**src/rtl/tx_pkg.sv**
```systemverilog
package tx_pkg;
  localparam int OP_W = 4;

  typedef enum logic [2:0] {
    FN_ADD, FN_MUL, FN_AND, FN_OR, FN_CPY, FN_GT, FN_EQ
  } alu_fn_e;

  typedef struct packed {
    alu_fn_e fn;
    logic    a_reg;   // A selects a register, else literal
    logic    b_reg;   // B selects a register, else literal
    logic    b_used;  // B takes part in the operation
  } dec_t;

  localparam logic [OP_W-1:0] OP_EQ_IR  = 4'd0;
  localparam logic [OP_W-1:0] OP_CPY_I  = 4'd1;
  localparam logic [OP_W-1:0] OP_EQ_RI  = 4'd2;
  localparam logic [OP_W-1:0] OP_EQ_RR  = 4'd3;
  localparam logic [OP_W-1:0] OP_ADD_RI = 4'd4;
  localparam logic [OP_W-1:0] OP_CPY_R  = 4'd5;
  localparam logic [OP_W-1:0] OP_GT_RR  = 4'd6;
  localparam logic [OP_W-1:0] OP_GT_RI  = 4'd7;
  localparam logic [OP_W-1:0] OP_MUL_RI = 4'd8;
  localparam logic [OP_W-1:0] OP_OR_RI  = 4'd9;
  localparam logic [OP_W-1:0] OP_AND_RI = 4'd10;
  localparam logic [OP_W-1:0] OP_OR_RR  = 4'd11;
  localparam logic [OP_W-1:0] OP_GT_IR  = 4'd12;
  localparam logic [OP_W-1:0] OP_AND_RR = 4'd13;
  localparam logic [OP_W-1:0] OP_ADD_RR = 4'd14;
  localparam logic [OP_W-1:0] OP_MUL_RR = 4'd15;
endpackage

```
**src/rtl/tx_decode.sv**
```systemverilog
module tx_decode
  import tx_pkg::*;
(
  input  logic [OP_W-1:0] opcode_i,
  output dec_t            dec_o
);
  always_comb begin
    dec_o = '{fn: FN_CPY, a_reg: 1'b0, b_reg: 1'b0, b_used: 1'b0};
    unique case (opcode_i)
      OP_EQ_IR:  dec_o = '{fn: FN_EQ,  a_reg: 1'b0, b_reg: 1'b1, b_used: 1'b1};
      OP_CPY_I:  dec_o = '{fn: FN_CPY, a_reg: 1'b0, b_reg: 1'b0, b_used: 1'b0};
      OP_EQ_RI:  dec_o = '{fn: FN_EQ,  a_reg: 1'b1, b_reg: 1'b0, b_used: 1'b1};
      OP_EQ_RR:  dec_o = '{fn: FN_EQ,  a_reg: 1'b1, b_reg: 1'b1, b_used: 1'b1};
      OP_ADD_RI: dec_o = '{fn: FN_ADD, a_reg: 1'b1, b_reg: 1'b0, b_used: 1'b1};
      OP_CPY_R:  dec_o = '{fn: FN_CPY, a_reg: 1'b1, b_reg: 1'b0, b_used: 1'b0};
      OP_GT_RR:  dec_o = '{fn: FN_GT,  a_reg: 1'b1, b_reg: 1'b1, b_used: 1'b1};
      OP_GT_RI:  dec_o = '{fn: FN_GT,  a_reg: 1'b1, b_reg: 1'b0, b_used: 1'b1};
      OP_MUL_RI: dec_o = '{fn: FN_MUL, a_reg: 1'b1, b_reg: 1'b0, b_used: 1'b1};
      OP_OR_RI:  dec_o = '{fn: FN_OR,  a_reg: 1'b1, b_reg: 1'b0, b_used: 1'b1};
      OP_AND_RI: dec_o = '{fn: FN_AND, a_reg: 1'b1, b_reg: 1'b0, b_used: 1'b1};
      OP_OR_RR:  dec_o = '{fn: FN_OR,  a_reg: 1'b1, b_reg: 1'b1, b_used: 1'b1};
      OP_GT_IR:  dec_o = '{fn: FN_GT,  a_reg: 1'b0, b_reg: 1'b1, b_used: 1'b1};
      OP_AND_RR: dec_o = '{fn: FN_AND, a_reg: 1'b1, b_reg: 1'b1, b_used: 1'b1};
      OP_ADD_RR: dec_o = '{fn: FN_ADD, a_reg: 1'b1, b_reg: 1'b1, b_used: 1'b1};
      OP_MUL_RR: dec_o = '{fn: FN_MUL, a_reg: 1'b1, b_reg: 1'b1, b_used: 1'b1};
      default:   dec_o = '{fn: FN_CPY, a_reg: 1'b0, b_reg: 1'b0, b_used: 1'b0};
    endcase
  end
endmodule

```
**src/rtl/tx_alu.sv**
```systemverilog
module tx_alu
  import tx_pkg::*;
#(
  parameter int DATA_W = 32
) (
  input  alu_fn_e           fn_i,
  input  logic [DATA_W-1:0] x_i,
  input  logic [DATA_W-1:0] y_i,
  output logic [DATA_W-1:0] res_o
);
  always_comb begin
    unique case (fn_i)
      FN_ADD:  res_o = x_i + y_i;
      FN_MUL:  res_o = x_i * y_i;
      FN_AND:  res_o = x_i & y_i;
      FN_OR:   res_o = x_i | y_i;
      FN_GT:   res_o = {{(DATA_W-1){1'b0}}, (x_i > y_i)};
      FN_EQ:   res_o = {{(DATA_W-1){1'b0}}, (x_i == y_i)};
      default: res_o = x_i;
    endcase
  end
endmodule

```
**src/rtl/tx_regfile.sv**
```systemverilog
module tx_regfile #(
  parameter int DATA_W = 32,
  parameter int NREGS  = 4,
  localparam int IDX_W = (NREGS > 1) ? $clog2(NREGS) : 1
) (
  input  logic                         clk_i,
  input  logic                         rst_ni,
  input  logic                         clr_i,
  input  logic                         we_i,
  input  logic [IDX_W-1:0]             wsel_i,
  input  logic [DATA_W-1:0]            wdata_i,
  output logic [NREGS-1:0][DATA_W-1:0] rdata_o
);
  for (genvar k = 0; k < NREGS; k++) begin : g_reg
    always_ff @(posedge clk_i or negedge rst_ni) begin
      if (!rst_ni)                                   rdata_o[k] <= '0;
      else if (clr_i)                                rdata_o[k] <= '0;
      else if (we_i && (wsel_i == IDX_W'(k)))        rdata_o[k] <= wdata_i;
    end
  end
endmodule

```
**src/rtl/toy_exec.sv**
```systemverilog
module toy_exec
  import tx_pkg::*;
#(
  parameter int DATA_W = 32,
  parameter int NREGS  = 4,
  localparam int IDX_W = (NREGS > 1) ? $clog2(NREGS) : 1
) (
  input  logic                    clk_i,
  input  logic                    rst_ni,
  input  logic                    clear_i,
  input  logic                    instr_valid_i,
  output logic                    instr_ready_o,
  input  logic [OP_W-1:0]         opcode_i,
  input  logic [DATA_W-1:0]       field_a_i,
  input  logic [DATA_W-1:0]       field_b_i,
  input  logic [DATA_W-1:0]       field_c_i,
  output logic [NREGS*DATA_W-1:0] regs_o,
  output logic                    fault_o
);
  dec_t                         dec;
  logic [NREGS-1:0][DATA_W-1:0] rf;
  logic [DATA_W-1:0]            x_op, y_op, res;
  logic                         a_ok, b_ok, c_ok, idx_bad, accept, we;
  logic                         fault_q;

  tx_decode u_dec (.opcode_i(opcode_i), .dec_o(dec));

  assign a_ok    = field_a_i < DATA_W'(NREGS);
  assign b_ok    = field_b_i < DATA_W'(NREGS);
  assign c_ok    = field_c_i < DATA_W'(NREGS);
  assign idx_bad = !c_ok || (dec.a_reg && !a_ok) || (dec.b_used && dec.b_reg && !b_ok);

  assign instr_ready_o = 1'b1;
  assign accept        = instr_valid_i && instr_ready_o && !clear_i;
  assign we            = accept && !idx_bad;

  // register reads use only the low index bits; validity is checked above
  assign x_op = dec.a_reg ? rf[field_a_i[IDX_W-1:0]] : field_a_i;
  assign y_op = dec.b_reg ? rf[field_b_i[IDX_W-1:0]] : field_b_i;

  tx_alu #(.DATA_W(DATA_W)) u_alu (
    .fn_i (dec.fn),
    .x_i  (x_op),
    .y_i  (y_op),
    .res_o(res)
  );

  tx_regfile #(.DATA_W(DATA_W), .NREGS(NREGS)) u_rf (
    .clk_i  (clk_i),
    .rst_ni (rst_ni),
    .clr_i  (clear_i),
    .we_i   (we),
    .wsel_i (field_c_i[IDX_W-1:0]),
    .wdata_i(res),
    .rdata_o(rf)
  );

  always_ff @(posedge clk_i or negedge rst_ni) begin
    if (!rst_ni)                fault_q <= 1'b0;
    else if (accept && idx_bad) fault_q <= 1'b1;
  end

  assign fault_o = fault_q;
  assign regs_o  = rf;
endmodule

```
**config.mk**
```make
export PLATFORM = sky130hd
export DESIGN_NAME = toy_exec
export DESIGN_NICKNAME = d
export VERILOG_FILES = /design/src/rtl/tx_pkg.sv /design/src/rtl/tx_decode.sv /design/src/rtl/tx_alu.sv /design/src/rtl/tx_regfile.sv /design/src/rtl/toy_exec.sv
export SDC_FILE = /design/constraint.sdc
export NUM_CORES = 2
export LEC_CHECK = 0
export BUFFER_PORTS_ARGS = -buffer_cell sky130_fd_sc_hd__buf_4
export CORE_ASPECT_RATIO = 0.7
export CORE_MARGIN = 5
export CORE_UTILIZATION = 40
export DETAILED_ROUTE_END_ITERATION = 10
export GPL_TIMING_DRIVEN = 0
export PLACE_DENSITY = 0.54
export SYNTH_ARGS = -nofsm -noshare
export SYNTH_HDL_FRONTEND = slang
export SYNTH_SLANG_ARGS = --single-unit
```
**constraint.sdc**
```tcl
create_clock -name clk_i -period 9.6 [get_ports clk_i]
set_input_delay 0.48 -clock clk_i [delete_from_list [all_inputs] [get_ports clk_i]]
set_output_delay 0.48 -clock clk_i [all_outputs]
set_load 0.02 [all_outputs]
```
After elaboration in Yosys (flattened, before gate mapping)
Memories as Yosys holds them, arrays and structs flattened.
Index checks and enable logic that the tools add are counted.

word-level totals
  register bits after elaboration = 129
  bits in latches = 0
  memory bits (writable) = 0
  ROM bits = 96
  input bits = 104
  output and inout port bits = 130
  word-level logic and storage cells = 63
  memories = 1

cells by class
  add/subtract/negate cells = 1
  $mul = 1
  divide/modulo/power cells = 0
  magnitude comparators = 6
  equal/unequal tests = 9
  shift-type cells = 0
  muxes and demuxes = 15
  bitwise logic cells = 2
  reduce and logical (&&, ||, !) cells = 23

memory list
  memory           depth  width  read ports  clocked after Yosys merged registers in  write ports  line            text
  (no name shown)  16     6      1           0                                        0            tx_decode.sv:9  unique case (opcode_i)

operators by type and width
  kind                 number
  $mux 32              12
  $pmux 32 s6          1
  $bmux 32 s2          2
  $lt 32x3->1 const B  3
  $add 32x32->32       1
  $and 32x32->32       1
  $eq 32x32->1         1
  $gt 32x32->1         1
  $mul 32x32->32       1
  $or 32x32->32        1
  $logic_and 1x1->1    10
  $reduce_bool 2->1    4
  $eq 3x2->1 const B   2
  $eq 3x3->1 const B   2
  $lt 2x3->1 const B   2
  $logic_not 1->1      5
  $eq 2x2->1 const B   2
  $eq 3x1->1 const B   1
  $logic_not 3->1      1
  $eq 2x1->1 const B   1
  $logic_not 2->1      1
  $logic_or 1x1->1     2

Longest topological paths before layout
  depth in word-level cells = 10
  depth in mapped cells = 36
  mapped depth without buffers = 34

Cells and area by module
From an unflattened synthesis, not the netlist that was laid out.

second synthesis, totals
  cells, all modules = 3031
  area total of the unflattened synthesis = 27472.6 um^2

by module, submodules not included
  module      times used  cells each  area each (um^2)
  tx_alu      1           2355        19035.8
  tx_regfile  1           453         5685.5
  toy_exec    1           199         2568.7
  tx_decode   1           24          182.7

Worst setup path after synthesis
Ideal clock, no wire load.

  path type = input to register
  start point = input port opcode_i[0]
  end point = register u_rf.rdata_o[127] (netlist bit)
  library setup time = 0.132 ns
  data arrival time = 8.844 ns
  path slack = 0.625 ns
  stages on the path = 33
  path buffers = 2
  path through = inv_1 ha_1 nor2_1 o32ai_4 buf_6 mux2i_1 clkbuf_1 nor2_1 fa_1 fa_1 fa_1 inv_1 fa_1 inv_1 fa_1 inv_1 fa_1 inv_1 fa_1 fa_1 ha_1 a21o_1 a21o_1 a21oi_1 nor2b_1 a221o_1 a31oi_1 o21bai_1 a21oi_1 o21ai_0 xnor2_1 a221oi_2 o21ai_1

on the way
  cells in the longest elaborated chain, start to end = 8

ends and longest elaborated chain
  what                                                                    line              text
  from (decl)                                                             toy_exec.sv:13    input logic [OP_W-1:0] opcode_i,
  $mem_v2 16x6 *                                                          n/a
  parallel branches: the longest is 7 deep, another holds $mul 32x32->32  n/a
  to (signal, indexed assignment)                                         tx_regfile.sv:18  else if (we_i && (wsel_i == IDX_W'(k))) rdata_o[k] <= wdata_i;
  to (decl)                                                               tx_regfile.sv:12  output logic [NREGS-1:0][DATA_W-1:0] rdata_o

Every way passes the cells marked *. The select of a mux whose other input is x is not followed.
A chain may end at the register's enable or synchronous reset.

Worst setup path in the final report
  start point = input port opcode_i[1]
  end point = register u_rf.rdata_o[119] (netlist bit)

The elaborated chain is that of the path after synthesis.

==> impl_results.md <==
* Asr flop ratio synth at 100.0%
* Top-level port count at 234
* #FFs+latches synth at 129
* Synth top cells by count: inv_1 (449), nor2_1 (432), fa_1 (409)
* Layout cells sized above 1 at 17.29%
* Drt first-iter violations at 3424
* Via density at 6.025
* Number of synthesized flops with an enable pin at 0
* CTS Sinks at 129
* Max-slew violation count at 0
* Gate Count Post-Synth at 3001
* Hold_ws at 0.2633 ns
* Clock root cell: clkbuf_16
* Most frequent cell after synthesis: inv_1
* Detail Route Antenna Nets at 0
* Remaining DRCs at 0
* Fin nets at 4044
* Height of the die at 225.4 um
* Worst setup SP type: input port
* Internal cell power at 1.744 mW
* Peak VDD IR at 0.0001014 V
* Die W at 317.6 um
* Switching share of power at 49.26%
* CTS tree: built
* DR vias at 25353
* GRT overflow at 0
* P&R area growth vs syn at 17.56%
* Share of power burned in registers at 16.4%
* Clock share of power at 22.2%
* Final setup vio count at 0
* Clock Skew at 0.02370 ns
* Final period util at 99.19%
* Leak at 14.82 nW
* Pre-CTS setup slack at -2.704 ns
* Total CTS buffers at 25
* Area share of the largest cell type after synthesis at 30.90%
* Initial Util at 40.13%
* Synth area leader: fa_1
* Max clock buf depth at 3
* P_sw at 1.693 mW
* Wirelength per Cell at 32.33 um
* Largest net degree at the start of global routing at 83
* Site Rows at 79
* # H-tree levels at 4
* Outcome: complete, no violations
* Final std cells w/o fill at 4208
* Port-buffer cells at 225
* Seq/Total Area, Yosys at 12.18%
* Required @ worst endpoint at 9.99 ns
* Most used cell, CP: fa_1
* Worst-path maximum fanout at 11
* Drt pass-1 iters at 6
* Main flop type after synthesis: dfrtp_1
* Worst-path clk slew at 0.05 ns
* Synthesized area at 26500 sq um
* Antenna violations before repair at 10
* Synth warn at 0
* Via count of the first global-routing pass at 25265
* Endpoint type of the worst setup path: register
* Pwr/cell area at 110.3 nW/um^2
* CP max-delay cell: mux2i_2
* Post-synth net total at 3736
* Dpl cells at 4121
* Final Critical Period at 9.523 ns
* Skew-Pair Late Insertion Delay at 0.49 ns
* First-pass GRT wire length at 192200 um
* Post-synthesis cell type count at 73
* Top cells by area, synth: fa_1 (31%), dfrtp_1 (12%), ha_1 (10%)
* Dpl hpwl at 113700 um
* Combinational power share at 61.4%
* GP Congestion at 1.037
* Core Util, Final at 47.18%
* Setup WS post-layout at 0.07736 ns
* Rel. slew slack at 5.012%
* Achievable Freq at 0.1050 GHz
* Worst path max stage delay at 0.83 ns
* Core area at 66030 sq um
* Syn Area/Cell at 8.831 sq um
* Min-Delay Path Class: input port to register
* Die Footprint at 71580 sq um
* Critical Path AT at 9.92 ns
* Final Hold Violating Endpoints at 0
* Worst-margin pin slew at 1.420 ns
* Max-cap check violation count at 0
* Setup TNS Final at 0 ns
* Kind of critical path: input port to register
* Total track usage at 37.58%
* Final wirelength at 136000 um
* Unrepaired setup endpoints after global routing: true
-- flip-flops by register name, indices dropped and copies added, names as in the netlist --
signal	flops
u_rf.rdata_o	128
fault_o	1
-- cell families after synthesis --
logic type / count (synthesis) / synth area share, %
compound gates: 442 / 10.21
xor+xnor: 109 / 3.654
fa+ha+maj: 631 / 41.38
buf+inv: 618 / 9.183
flops: 129 / 12.18
mux: 145 / 8.739
other cells: 1 / 0.01415
simple gates: 926 / 14.64
-- worst paths after layout --
kind,from,end,slack [ns],depth (start not counted)
min in group asynchronous,rst_ni,u_rf.rdata_o[18],0.52,2
max in group asynchronous,rst_ni,u_rf.rdata_o[103],8.22,3
worst min register to register,fault_o,fault_o,0.51,1
worst max-delay path,opcode_i[1],u_rf.rdata_o[119],0.08,34
worst min-delay path,instr_valid_i,fault_o,0.26,2
worst max register to register,u_rf.rdata_o[98],u_rf.rdata_o[119],0.31,28
-- stage by stage --
stage	power (mW)	instance area, sq um
detailed placement	2.481	29380
global placement	2.456	29300
floorplan	1.675	26500
CTS	3.328	30710
global route	3.592	31150
finish	3.437	31150
-- cell usage in the layout, fill, tap and decap left out, types with 60 or more instances in the layout --
| master | n |
|---|---|
| a21oi_1 | 115 |
| mux4_2 | 60 |
| dfrtp_1 | 129 |
| o21ai_0 | 136 |
| nand2_1 | 294 |
| clkbuf_1 | 64 |
| nor2_1 | 431 |
| xnor2_1 | 82 |
| nand3_1 | 90 |
| buf_4 | 287 |
| fa_1 | 409 |
| ha_1 | 217 |
| inv_1 | 440 |
-- what timing repair did --
item | 4_1_cts | 5_1_grt
cloned | 0 | 0
setup endpoints to repair | 80 | 52
pin swaps | 6 | 6
gates resized for setup | 110 | 91
hold endpoints to repair | 47 | 0
hold buffers | 1 | 0
setup buffers | 30 | 30
-- metal layers --
layer	vias to the layer above	wire (um)	global-route usage [%]
met2	1733	52980	50.68
met4	10	3838	9.816
met5	-	102	0
li1	10318	-	-
met1	13060	59090	56.39
met3	232	20030	14.17
-- critical path, delay by kind of cell --
family	cells	cell delay (ns)
simple gates	7	1.27
mux	2	1.27
fa+ha+maj	10	3.66
buf+inv	8	1.46
compound gates	7	1.72
-- power by group through the flow --
stage,sequential [mW],combinational [mW],clock [mW]
after floorplan,0.577,1.10,0
after global placement,0.572,1.88,0
after detailed placement,0.572,1.91,0
after CTS,0.564,2.00,0.763
after global routing,0.564,2.24,0.791
final,0.564,2.11,0.764
-- final cells by class --
cell class,count,area [sq um]
Multi-Input combinational cell,2254,21180
Fill cell,6596,34870
Buffer,140,828.3
Sequential cell,129,3228
Clock inverter,2,10.01
Clock buffer,30,684.4
Tap cell,891,1115
Inverter,469,1813
Antenna cell,3,7.507
Timing Repair Buffer,290,2291
No activity file was read; power rests on OpenSTA's default activity.
